--- src/rtl/cnn_pe_pkg.sv ---
package cnn_pe_pkg;
   localparam int unsigned NUM_NBR = 4;
   localparam int unsigned NUM_SLOTS = NUM_NBR + 1;
   localparam int unsigned SLOT_IDX_W = $clog2(NUM_SLOTS);
   typedef enum logic [1:0] {
      PH_GEN = 2'd0,
      PH_ACC = 2'd1,
      PH_OUT = 2'd2
   } pe_phase_t;
endpackage

--- src/rtl/cnn_pe_seq.sv ---
module cnn_pe_seq
   import cnn_pe_pkg::*;
#(
   parameter int unsigned SLOTS  = NUM_SLOTS,
   parameter int unsigned SLOT_W = SLOT_IDX_W
) (
   input  logic              clk,
   input  logic              rst_n,
   input  logic              gen_en,
   input  logic              acc_en,
   input  logic              out_en,
   output logic [SLOT_W-1:0] slot,
   output logic              gen_take,
   output logic              acc_take,
   output logic              out_take
);
   localparam logic [SLOT_W-1:0] LAST = SLOT_W'(SLOTS - 1);

   pe_phase_t phase_q;

   always_comb begin
      gen_take = gen_en && (phase_q == PH_GEN);
      acc_take = acc_en && (phase_q == PH_ACC);
      out_take = out_en && (phase_q == PH_OUT);
   end

   always_ff @(posedge clk) begin
      if (!rst_n) begin
         phase_q <= PH_GEN;
         slot    <= '0;
      end else if (gen_take) begin
         if (slot == LAST) phase_q <= PH_ACC;
         else              slot    <= slot + 1'b1;
      end else if (acc_take) begin
         phase_q <= PH_OUT;
      end else if (out_take) begin
         phase_q <= PH_GEN;
         slot    <= '0;
      end
   end
endmodule

--- src/rtl/cnn_pe_psum.sv ---
module cnn_pe_psum #(
   parameter int unsigned COEF_W = 4,
   parameter int unsigned PS_W   = COEF_W + 2
) (
   input  logic [COEF_W-1:0] coef_a,
   input  logic [COEF_W-1:0] coef_b,
   input  logic              y_bit,
   input  logic              u_bit,
   output logic [PS_W-1:0]   psum
);
   logic [PS_W-1:0] a_ext, b_ext, a_term, b_term;

   always_comb begin
      a_ext  = {{(PS_W-COEF_W){coef_a[COEF_W-1]}}, coef_a};
      b_ext  = {{(PS_W-COEF_W){coef_b[COEF_W-1]}}, coef_b};
      // a binary 1 carries weight -1, a binary 0 weight +1
      a_term = y_bit ? (~a_ext + 1'b1) : a_ext;
      b_term = u_bit ? (~b_ext + 1'b1) : b_ext;
      psum   = a_term + b_term;
   end
endmodule

--- src/rtl/cnn_pe_acc.sv ---
module cnn_pe_acc #(
   parameter int unsigned PS_W     = 6,
   parameter int unsigned NTERM    = 5,
   parameter int unsigned STATE_W  = 8,
   parameter int unsigned ACC_W    = 10,
   parameter bit          SATURATE = 1'b1
) (
   input  logic [PS_W-1:0]    terms [NTERM],
   input  logic [STATE_W-1:0] bias,
   output logic [STATE_W-1:0] next_state
);
   localparam logic signed [ACC_W-1:0] SMAX =
      {{(ACC_W-STATE_W+1){1'b0}}, {(STATE_W-1){1'b1}}};
   localparam logic signed [ACC_W-1:0] SMIN =
      {{(ACC_W-STATE_W+1){1'b1}}, {(STATE_W-1){1'b0}}};

   logic signed [ACC_W-1:0] total;

   always_comb begin
      total = {{(ACC_W-STATE_W){bias[STATE_W-1]}}, bias};
      for (int k = 0; k < int'(NTERM); k++)
         total = total + {{(ACC_W-PS_W){terms[k][PS_W-1]}}, terms[k]};
   end

   if (SATURATE) begin : g_sat
      always_comb begin
         if (total > SMAX)      next_state = SMAX[STATE_W-1:0];
         else if (total < SMIN) next_state = SMIN[STATE_W-1:0];
         else                   next_state = total[STATE_W-1:0];
      end
   end else begin : g_wrap
      assign next_state = total[STATE_W-1:0];
   end
endmodule

--- src/rtl/cnn_pe.sv ---
module cnn_pe
   import cnn_pe_pkg::*;
#(
   parameter int unsigned COEF_W   = 4,
   parameter int unsigned STATE_W  = 8,
   parameter bit          SATURATE = 1'b1
) (
   input  logic                clk,
   input  logic                rst_n,
   input  logic                pix_in,
   input  logic [NUM_NBR-1:0]  nbr_y,
   input  logic [NUM_NBR-1:0]  nbr_u,
   input  logic [NUM_NBR-1:0]  edge_mask,
   input  logic                bnd_val,
   input  logic [COEF_W-1:0]   tmpl_a,
   input  logic [COEF_W-1:0]   tmpl_b,
   input  logic [STATE_W-1:0]  bias,
   input  logic                gen_en,
   input  logic                acc_en,
   input  logic                out_en,
   output logic                y_out,
   output logic [STATE_W-1:0]  state_out
);
   localparam int unsigned PS_W   = COEF_W + 2;
   localparam int unsigned SUM_W  = PS_W + $clog2(NUM_SLOTS);
   localparam int unsigned ACC_W  = ((SUM_W > STATE_W) ? SUM_W : STATE_W) + 1;
   localparam int unsigned SLOT_W = SLOT_IDX_W;
   localparam logic [SLOT_W-1:0] SELF_SLOT = SLOT_W'(NUM_SLOTS - 1);

   if (COEF_W < 2) begin : g_bad_coef
      $error("cnn_pe: COEF_W must be at least 2");
   end
   if (STATE_W < 2) begin : g_bad_state
      $error("cnn_pe: STATE_W must be at least 2");
   end

   logic [SLOT_W-1:0]  slot;
   logic               gen_take, acc_take, out_take;
   logic               y_sel, u_sel;
   logic [PS_W-1:0]    ps_now;
   logic [PS_W-1:0]    ps_q [NUM_SLOTS];
   logic [STATE_W-1:0] state_nxt;
   logic [STATE_W-1:0] state_q;
   logic               y_q;

   cnn_pe_seq #(.SLOTS(NUM_SLOTS), .SLOT_W(SLOT_W)) u_seq (
      .clk(clk), .rst_n(rst_n),
      .gen_en(gen_en), .acc_en(acc_en), .out_en(out_en),
      .slot(slot), .gen_take(gen_take), .acc_take(acc_take), .out_take(out_take)
   );

   always_comb begin
      if (slot == SELF_SLOT) begin
         y_sel = y_q;
         u_sel = pix_in;
      end else begin
         y_sel = edge_mask[slot[1:0]] ? bnd_val : nbr_y[slot[1:0]];
         u_sel = edge_mask[slot[1:0]] ? bnd_val : nbr_u[slot[1:0]];
      end
   end

   cnn_pe_psum #(.COEF_W(COEF_W), .PS_W(PS_W)) u_psum (
      .coef_a(tmpl_a), .coef_b(tmpl_b), .y_bit(y_sel), .u_bit(u_sel), .psum(ps_now)
   );

   for (genvar gi = 0; gi < NUM_SLOTS; gi++) begin : g_slot
      always_ff @(posedge clk) begin
         if (!rst_n)                                 ps_q[gi] <= '0;
         else if (gen_take && slot == SLOT_W'(gi))   ps_q[gi] <= ps_now;
      end
   end

   cnn_pe_acc #(
      .PS_W(PS_W), .NTERM(NUM_SLOTS), .STATE_W(STATE_W),
      .ACC_W(ACC_W), .SATURATE(SATURATE)
   ) u_acc (
      .terms(ps_q), .bias(bias), .next_state(state_nxt)
   );

   always_ff @(posedge clk) begin
      if (!rst_n) begin
         state_q <= '0;
         y_q     <= 1'b0;
      end else begin
         if (acc_take) state_q <= state_nxt;
         if (out_take) y_q     <= state_q[STATE_W-1];
      end
   end

   assign state_out = state_q;
   assign y_out     = y_q;
endmodule

--- config.mk ---
export PLATFORM = sky130hd
export DESIGN_NAME = cnn_pe
export DESIGN_NICKNAME = d
export VERILOG_FILES = /design/src/rtl/cnn_pe_pkg.sv /design/src/rtl/cnn_pe_seq.sv /design/src/rtl/cnn_pe_psum.sv /design/src/rtl/cnn_pe_acc.sv /design/src/rtl/cnn_pe.sv
export SDC_FILE = /design/constraint.sdc
export NUM_CORES = 1
export LEC_CHECK = 0
export BUFFER_PORTS_ARGS = -buffer_cell sky130_fd_sc_hd__buf_2
export CORE_UTILIZATION = 35
export CTS_BUF_LIST = sky130_fd_sc_hd__clkbuf_2 sky130_fd_sc_hd__clkbuf_4 sky130_fd_sc_hd__clkbuf_8
export CTS_CLUSTER_DIAMETER = 40
export DETAILED_ROUTE_END_ITERATION = 12
export GPL_ROUTABILITY_DRIVEN = 0
export GPL_TIMING_DRIVEN = 0
export PLACE_DENSITY = 0.55
export SLEW_MARGIN = 20
export SYNTH_ARGS = -nofsm -noshare
export SYNTH_HDL_FRONTEND = slang
export SYNTH_SLANG_ARGS = --single-unit
--- constraint.sdc ---
create_clock -name clk -period 9.1 [get_ports clk]
set_clock_uncertainty 0.2 [all_clocks]
set_input_delay 1.365 -clock clk [delete_from_list [all_inputs] [get_ports clk]]
set_output_delay 1.365 -clock clk [all_outputs]
set_load 0.02 [all_outputs]
# After elaboration in Yosys (flattened, before gate mapping)
# Cells that the tools add are included.
# totals
regBits	44
input_bits	35
elab_cells	68
# op_classes
n_addsub	9
n_lt_le_gt_ge	3
n_eq_ne	9
muxes	22
bitwise	2
reduce_logical	14
# op_table
cell	n
10-bit adder	4
8-bit two-way mux	2
6-bit by 1-bit adder with 6-bit output, second input constant	2
3-bit two-way mux	4
6-bit two-way mux	2
6-bit NOT	2
10-bit by 8-bit greater-than comparator with 1-bit output, second input constant	1
10-bit by 8-bit less-than comparator with 1-bit output, second input constant	1
8-bit by 6-bit adder with 9-bit output	1
1-bit logical AND	8
2-bit two-way mux	4
1-bit two-way mux	7
6-bit adder	1
1-bit binary-select mux with 2-bit select	3
3-bit by 2-bit equality test with 1-bit output, second input constant	2
2-bit inequality test, second input constant	2
3-bit by 1-bit adder with 3-bit output, second input constant	1
3-bit by 1-bit equality test with 1-bit output, second input constant	1
3-bit equality test, second input constant	1
3-bit logical NOT	1
2-bit by 3-bit less-than comparator with 1-bit output, second input constant	1
3-bit AND reduction	1
3-bit nonzero test	1
2-bit by 1-bit equality test with 1-bit output, second input constant	1
5 further kinds	5

# Longest topological paths before layout
# Gate-level depths: netlist of the first run.
# logic_depth
word_depth	8
depth_mapped	21
mapped_depth_nobuf	20

# Hierarchy
# From an unflattened synthesis of the first run, not the netlist that was laid out.
# hier_totals
hier_cells	356
hier_area_um2	3549.7
# modules_own_cells
module	n_inst	cells_each	area_each_um2	seq_area_each_um2
cnn_pe	1	142	1650.3	780.7
cnn_pe_acc	1	133	1242.4	0.0
cnn_pe_psum	1	47	379.1	0.0
cnn_pe_seq	1	34	277.8	100.1

# Worst setup path after synthesis of the first run
# OpenSTA, ideal clock, no wires.
# synth_path
path_kind	input port to flip-flop
from	in bias[0]
to	reg state_q[3] (netlist: state_out[3])
setup_ns	0.122
t_arrival_ns	5.104
t_required_ns	8.778
path_slack_ns	3.674
path_stages	20
path_cell_list	ha_1 inv_1 fa_1 inv_1 a21oi_1 o21bai_1 a21o_1 a21o_1 a2111oi_0 a21oi_1 fa_1 inv_1 ha_1 clkbuf_1 a21o_1 nor3_1 a21oi_1 xor2_1 a32o_1 a221o_1
# synth_between
elab_chain_cells	8
elab_cells_between_ends	9
cone_classes	add/sub (5); order compare (2); mux (2)
# synth_rtl
item	line	rtl
start: declaration	cnn_pe.sv:17	input logic [STATE_W-1:0] bias,
8-bit by 6-bit adder with 9-bit output (*)	cnn_pe_acc.sv:22	total = total + {{(ACC_W-PS_W){terms[k][PS_W-1]}}, terms[k]};
10-bit adder (*) (4 in series)	cnn_pe_acc.sv:22	
10-bit by 8-bit less-than comparator with 1-bit output	cnn_pe_acc.sv:28	else if (total < SMIN) next_state = SMIN[STATE_W-1:0];
8-bit two-way mux	cnn_pe_acc.sv:28	
8-bit two-way mux (*)	cnn_pe_acc.sv:27	if (total > SMAX) next_state = SMAX[STATE_W-1:0];
end signal: assignment	cnn_pe.sv:85	if (acc_take) state_q <= state_nxt;
end: declaration	cnn_pe.sv:43	logic [STATE_W-1:0] state_q;
# Every way passes the cells marked *; elsewhere a longest branch is shown, timed or not.
# A chain may end at the register's enable or synchronous reset.

# Worst setup path in the final report of the first run
# Same ends and word-level chain as after synthesis.

==> out/results.txt, run 1 <==
Clk network pwr share = 24.6%
Final Cycle Share = 64.02%
Sw Share = 36.39%
H-Tree Depth = 2
Total gr overflow = 0
Post-synthesis net count = 512
Register area share after synthesis = 24.47%
LEAKAGE = 1.922 nW
Mean Syn Cell Area = 8.490 um^2
Synth warn = 0
Hold slack = 272.4 ps
Comb pwr share = 42.3%
WL/cell = 12.45 um
Synth top area share = 24.47%
Initial DRC count = 82
Antenna-violating nets left = 0
Largest net degree at the start of global routing = 14
Cell taking the most area after synthesis = dfxtp_1
Setup crit end kind = flop
Avg Vias per Cell = 4.788
Prevailing post-synth register cell = dfxtp_1
NetSw = 0.0002242 W
Setup-failing EPs final = 0
Metal2 WL = 3642 um
Vias in the first global route = 2803
Worst-Margin Slew = 966.4 ps
Hpwl dp = 6325 um
Total CTS buffers = 5
Num ports = 44
Kind of critical path = input port to flop
Unrepaired setup endpoints after global routing = no
Die Span X = 103.4 um
Fin. Hold Viols = 0
Post-CTS setup buffers = 0
Resize count post-CTS = 0
Layout cell share with drive strength beyond 1 = 13.05%
First-pass GRT wire length = 12400 um
GRT Util Overall = 14.94%
Cells after Synth = 424
Post-Syn Area = 3600 um^2
Post-route setup TNS = 0 ps
Async set-reset flop share out of synthesis = 0%
Wl on met1 = 3566 um
Yosys cell types = 46
DR WL met3 = 309 um
Antenna diodes = 0
Clk sinks = 44
Max-Cap Viols = 0
Most frequent cells in the layout = inv_1, nand2_1, dfxtp_1
CTS Root Cell = clkbuf_8
Uppermost layer routed = met4
Power share of the sequential group = 33.1%
CTS hold repair buffers = 0
CTS tree = done
Relative slew slack = 35.43%
Max Freq = 171.7 MHz
Die Y = 103.4 um
Status = finished clean
CTS clk-pin slew, worst paths = 80 ps
Pwr Density = 150.6 nW/um^2
Hold WC Path Type = flop to flop
Port Buffer Count = 43
Slew Limit Fails = 0
Commonest non-fill, non-tap cell in the layout = inv_1
WP data required = 9140 ps
Core Region = 9864 um^2
VDD IR max = 0.00006054 V
Initial antenna violation count = 0
Area Overhead vs Synth = 13.69%
Row count = 36
Int Power = 0.0003920 W
Fin crit period = 5826 ps
Routed WL = 7570 um
Number of synthesized flops with an enable pin = 0
CTS max path bufs = 2
Worst skew pair latency = 290 ps
Via count = 2911
DRC violations left = 0
Initial cell density of the core = 36.49%
Final #Nets = 562
Nature of the critical path startpoint = input port
1st-pass router iterations = 4
Final setup margin = 3274 ps
Yosys reg bits = 44
Largest fanout on the critical path = 9
Synth top area cells = dfxtp_1, fa_1, ha_1, inv_1, nand2_1
Die area = 10690 um^2
Dpl ws = 2964 ps
Crit path DAT = 5870 ps
[stage by stage]
step                      total power (W)  cell area [um^2]  cells  utilization [%]
after detailed placement        0.0004714              3981    600            40.36
final                           0.0006162              4093    608            41.49
after global placement          0.0004656              3981    600            40.36
after floorplan                 0.0004103              3600    424                -
after global routing            0.0006679              4093    608            41.49
after CTS                       0.0006251              4093    608            41.49
[final timing paths]
kind | startpoint | slack (ps) | endpoint | cells after the start
max | bias[0] | 3270 | state_out[3]$_SDFFE_PN0P_ | 22
min | ps_q[26]$_SDFFE_PN0P_ | 270 | ps_q[26]$_SDFFE_PN0P_ | 2
max reg2reg | ps_q[24]$_SDFFE_PN0P_ | 4140 | state_out[3]$_SDFFE_PN0P_ | 21
min reg2reg | ps_q[26]$_SDFFE_PN0P_ | 270 | ps_q[26]$_SDFFE_PN0P_ | 2
[synthesized netlist by cell type (2+ instances only)]
cell / count
mux4_1: 2
nor3_1: 6
and2_1: 7
mux2i_1: 3
xor2_1: 8
nor4_1: 2
nand2b_1: 4
o21ai_0: 20
a21boi_0: 17
dfxtp_1: 44
ha_1: 30
o21bai_1: 4
xnor2_1: 14
a21o_1: 7
o21a_1: 3
nand2_1: 53
nand3_1: 2
a21oi_1: 25
o211a_1: 6
and3_1: 5
a221o_1: 3
inv_1: 68
fa_1: 23
nor2b_1: 5
nor2_1: 23
or2_1: 3
a22o_1: 3
mux2_2: 5
clkbuf_1: 11
nand3b_1: 2
[cells by family (layout without fill, tap and decap cells)]
family | count (synthesis) | in the layout | synth area share (%)
AND/OR/NAND/NOR | 116 | 116 | 15.15
AO/OA/AOI/OAI | 99 | 99 | 19.08
XOR/XNOR | 22 | 22 | 5.353
buffers and inverters | 79 | 130 | 8.238
flip-flops | 44 | 44 | 24.47
adder cells (fa/ha/maj) | 53 | 53 | 23.22
multiplexers | 11 | 11 | 4.484
[sequential cells by signal, indices dropped and copies added (netlist names)]
name           count
ps_q              30
y_out              1
u_seq.slot         3
u_seq.phase_q      2
state_out          8
[worst max-delay path: stages]
cell	delay (ps)
buf_2	100
ha_1	200
inv_1	70
fa_1	210
inv_1	60
a21oi_1	190
o21bai_1	140
a21o_1	210
a21o_1	190
a2111oi_0	460
a21oi_1	110
fa_1	530
inv_1	50
ha_1	270
clkbuf_1	320
a21o_1	240
nor3_1	60
a21oi_1	140
o311ai_1	120
nor3_1	420
and3_1	300
a221o_1	130
[power by group through the flow]
stage               Clock, W  Sequential (W)  Combinational (W)
detailed placement         0        0.000209           0.000263
floorplan                  0        0.000207           0.000203
finish              0.000152        0.000204           0.000261
global placement           0        0.000209           0.000257
global route        0.000162        0.000205           0.000300
CTS                 0.000156        0.000204           0.000265
[area by class of cell]
class,count,area [um^2]
well taps,133,166.4
clock buffers,6,76.32
inverters,68,255.2
multi-input cells,301,2422
plain buffers,11,41.29
clock inverters,2,35.03
repair buffers,43,215.2
fillers,1009,5772
flip-flops and latches,44,880.8
[routing by layer]
layer / GRT usage, % / vias to the layer above
met5: 0 / -
met4: 2.275 / 0
met3: 2.688 / 9
met2: 26.90 / 70
met1: 18.93 / 1331
li1: - / 1501
Note: power is estimated with default switching activity, not from simulation.
==> inputs of run 2 (changes only) <==
--- a/config.mk
+++ b/config.mk
@@ -5,6 +5,7 @@
 export SDC_FILE = /design/constraint.sdc
 export NUM_CORES = 1
 export LEC_CHECK = 0
+export ABC_AREA = 1
 export BUFFER_PORTS_ARGS = -buffer_cell sky130_fd_sc_hd__buf_2
 export CORE_UTILIZATION = 35
 export CTS_BUF_LIST = sky130_fd_sc_hd__clkbuf_2 sky130_fd_sc_hd__clkbuf_4 sky130_fd_sc_hd__clkbuf_8
==> constraint.sdc (replaced) <==
create_clock -name clk -period 5.9 [get_ports clk]
set_clock_uncertainty 0.2 [all_clocks]
set_input_delay 0.885 -clock clk [delete_from_list [all_inputs] [get_ports clk]]
set_output_delay 0.885 -clock clk [all_outputs]
set_load 0.02 [all_outputs]
==> run 2 against run 1 <==
Cell count up 12%. Utilization hardly changed. Synthesized cell count is 18% higher. Total power grew 49%. Final area grew 0.83%. Register-to-register slack worse by 2300 ps. Sequential power is 53% higher. Count of clock-buffer cells in the layout decreased by 1. Clock power grew 45%. Flip-flop and latch count did not move. First-iteration DRC count is 34% higher. Critical endpoint is now state_out[1]$_SDFFE_PN0P_. Largest power group unchanged.
==> out/results.txt, run 2 <==
Nature of the critical path startpoint = input port
Post-synthesis net count = 588 (+15%)
Area Overhead vs Synth = 13.18%
H-Tree Depth = 2 (unchanged)
Hold slack = 266.5 ps (-5.919 ps)
VDD IR max = 0.00009658 V (+60%)
Kind of critical path = input port to flop
Hpwl dp = 6375 um (+0.78%)
Final non-filler cell total = 682 (+12%)
Crit path DAT = 4330 ps (-1540 ps)
Post-Syn Area = 3646 um^2 (+1.3%)
Slew Limit Fails = 0 (unchanged)
Die area = 10830 um^2 (+1.3%)
Int Power = 0.0005697 W (+45%)
Port Buffer Count = 43 (unchanged)
Area occupied by multi-input gates = 2255 um^2 (-6.9%)
Post-route setup TNS = 0 ps (unchanged)
Layout cell share with drive strength beyond 1 = 15.30% (+2.2 points)
Yosys reg bits = 44 (unchanged)
Status = finished clean
CTS clk-pin slew, worst paths = 90 ps (about the same)
Initial cell density of the core = 36.63% (+0.13 points)
1st-pass router iterations = 4 (unchanged)
Pwr Density = 222.1 nW/um^2 (+48%)
Mean Syn Cell Area = 7.292 um^2 (-14%)
Largest fanout on the critical path = 5 (-4)
Clk network pwr share = 24.1% (-0.5 points)
Unrepaired setup endpoints after global routing = no
Sw Share = 37.84% (+1.5 points)
Pwr Total = 0.0009165 W (+49%)
Synth top area share = 24.16% (-0.31 points)
Antenna-violating nets left = 0 (unchanged)
Die Y = 104.1 um (+0.63%)
Register area share after synthesis = 24.16% (-0.31 points)
Comb pwr share = 41.9% (-0.4 points)
Num ports = 44 (unchanged)
Post-CTS setup buffers = 0 (unchanged)
NetSw = 0.0003468 W (+55%)
Row count = 36 (unchanged)
Fill cell count = 1081 (+7.1%)
Setup crit end kind = flop
CTS hold repair buffers = 0 (unchanged)
CTS tree = done
Most frequent cell after synthesis = inv_1
Die Span X = 104.1 um (+0.63%)
CP most frequent cell = nand2_1
LEAKAGE = 2.229 nW (+16%)
Power share of the sequential group = 34.0% (+0.9 points)
Placed Cells = 676 (+13%)
CTS Root Cell = clkbuf_8
First-pass GRT wire length = 12900 um (+4.0%)
Buf+Inv Stages, Crit Path = 4 (-1)
Number of synthesized flops with an enable pin = 0 (unchanged)
Largest net degree at the start of global routing = 13 (-1)
Reg with most FFs = ps_q
Commonest non-fill, non-tap cell in the layout = inv_1
Synth warn = 0 (unchanged)
Fin crit period = 4363 ps
Synth top area cells = dfxtp_1, inv_1, fa_1, ha_1, nand2_1
Initial DRC count = 110 (+34%)
GRT Util Overall = 14.51% (-0.43 points)
DRC violations left = 0 (unchanged)
Setup-failing EPs final = 0 (unchanged)
Max-Cap Viols = 0 (unchanged)
Antenna diodes = 0 (unchanged)
Resize count post-CTS = 0 (unchanged)
CP max stage cell = fa_1
Cell taking the most area after synthesis = dfxtp_1
Core Region = 9955 um^2 (+0.91%)
Hold WC Path Type = flop to flop
Yosys cell types = 31 (-33%)
Final Cycle Share = 73.95%
Clk sinks = 44 (unchanged)
Initial antenna violation count = 0 (unchanged)
Total gr overflow = 0 (unchanged)
Cells after Synth = 500 (+18%)
Avg Vias per Cell = 4.518 (-5.6%)
Prevailing post-synth register cell = dfxtp_1
Vias in the first global route = 2968 (+5.9%)
Most frequent cells in the layout = inv_1, nand2_1, dfxtp_1
Worst skew pair latency = 290 ps (about the same)
Routed WL = 7509 um (-0.81%)
Async set-reset flop share out of synthesis = 0% (unchanged)
Crit-path leading delay family = adder cells
CTS max path bufs = 2 (unchanged)
Largest register FFs = 30 (unchanged)
Worst path cell trace = buf_2, ha_1, inv_1, fa_1, o21ai_0, a21oi_1, o21bai_1, nand2_1, a22oi_1, fa_1, inv_1, ha_1, a21o_1, a31oi_1, nand3_1, nand2_2, inv_2, nand2_1, nand2_1, nand2_1, a21oi_1
WL/cell = 11.01 um (-12%)
Reg area = 880.8 um^2 (unchanged)
Worst-Margin Slew = 615.1 ps (-351.4 ps)
Relative slew slack = 59.00% (+24 points)
Max Freq = 229.2 MHz
Final #Nets = 638 (+14%)
WP data required = 5860 ps (-3280 ps)
Fin. Hold Viols = 0 (unchanged)
Total CTS buffers = 5 (unchanged)
Leading cell types by count after synthesis = inv_1, nand2_1, dfxtp_1, a21oi_1, o21ai_0
Max incr delay on CP = 470 ps (-60 ps)
Via count = 3081 (+5.8%)
-- run 2: changes by cell type in the layout (fill, tap and decap cells not counted), moves of 10 or more --
cell      delta
a21boi_0    -17
inv_1       +55
nand2_2     +10
o21ai_0     +15
xnor2_1     -10
nor2_1      +10
nand3_1     +27
nand2_1     +13
a21oi_1     +18
-- run 2: final timing paths --
kind                                   from                         to  cells past startpoint  slack, ps
hold reg to reg   state_out[0]$_SDFFE_PN0P_  state_out[0]$_SDFFE_PN0P_                      2        270
setup / recovery                    bias[0]  state_out[1]$_SDFFE_PN0P_                     21       1540
hold / removal    state_out[0]$_SDFFE_PN0P_  state_out[0]$_SDFFE_PN0P_                      2        270
setup reg to reg      ps_q[24]$_SDFFE_PN0P_  state_out[1]$_SDFFE_PN0P_                     20       1860
-- run 2: metal layers --
layer / GRT usage [%] / vias to the layer above / wire length, um
li1: - / 1647 / -
met1: 19.27 / 1386 / 3765
met2: 24.90 / 43 / 3496
met3: 1.880 / 5 / 169
met4: 3.367 / 0 / 78
met5: 0 / - / 0
-- run 2: tightest hold or removal path, delay by kind of cell, from the launching register on --
family             cells  cell delay, ps
AOI/OAI and AO/OA      1              50
and+or+nand+nor        1              60
DFF                    1             320
-- run 2: layout make-up --
class / instances / share of cell area (%)
multi-input combinational: 324 / 54.64
sequential: 44 / 21.35
inverter: 127 / 11.73
timing repair buffer: 43 / 5.215
tap: 133 / 4.033
clock buffer: 5 / 1.668
clock inverter: 1 / 0.7277
buffer: 5 / 0.6367
-- run 2: cells by family after synthesis --
kind of cell	share of synthesized area, %
buffers and inverters	14.00
adder cells (fa/ha/maj)	22.92
flip-flops	24.16
AO/OA/AOI/OAI	13.97
XOR/XNOR	3.363
AND/OR/NAND/NOR	21.59
-- run 2: power by group through the flow --
stage	registers (W)	clock network, W	logic [W]
floorplan	0.000318	0	0.000300
global placement	0.000319	0	0.000384
detailed placement	0.000319	0	0.000391
CTS	0.000312	0.000228	0.000391
global route	0.000313	0.000241	0.000441
finish	0.000312	0.000221	0.000384
-- run 2: through the flow --
stage,util [%],cell area [um^2],setup slack [ps]
2_1_floorplan,-,3646,1740
3_3_place_gp,40.46,4028,1266
3_5_place_dp,40.46,4028,1209
4_1_cts,41.45,4126,1524
5_1_grt,41.45,4126,1169
6_report,41.45,4126,1537
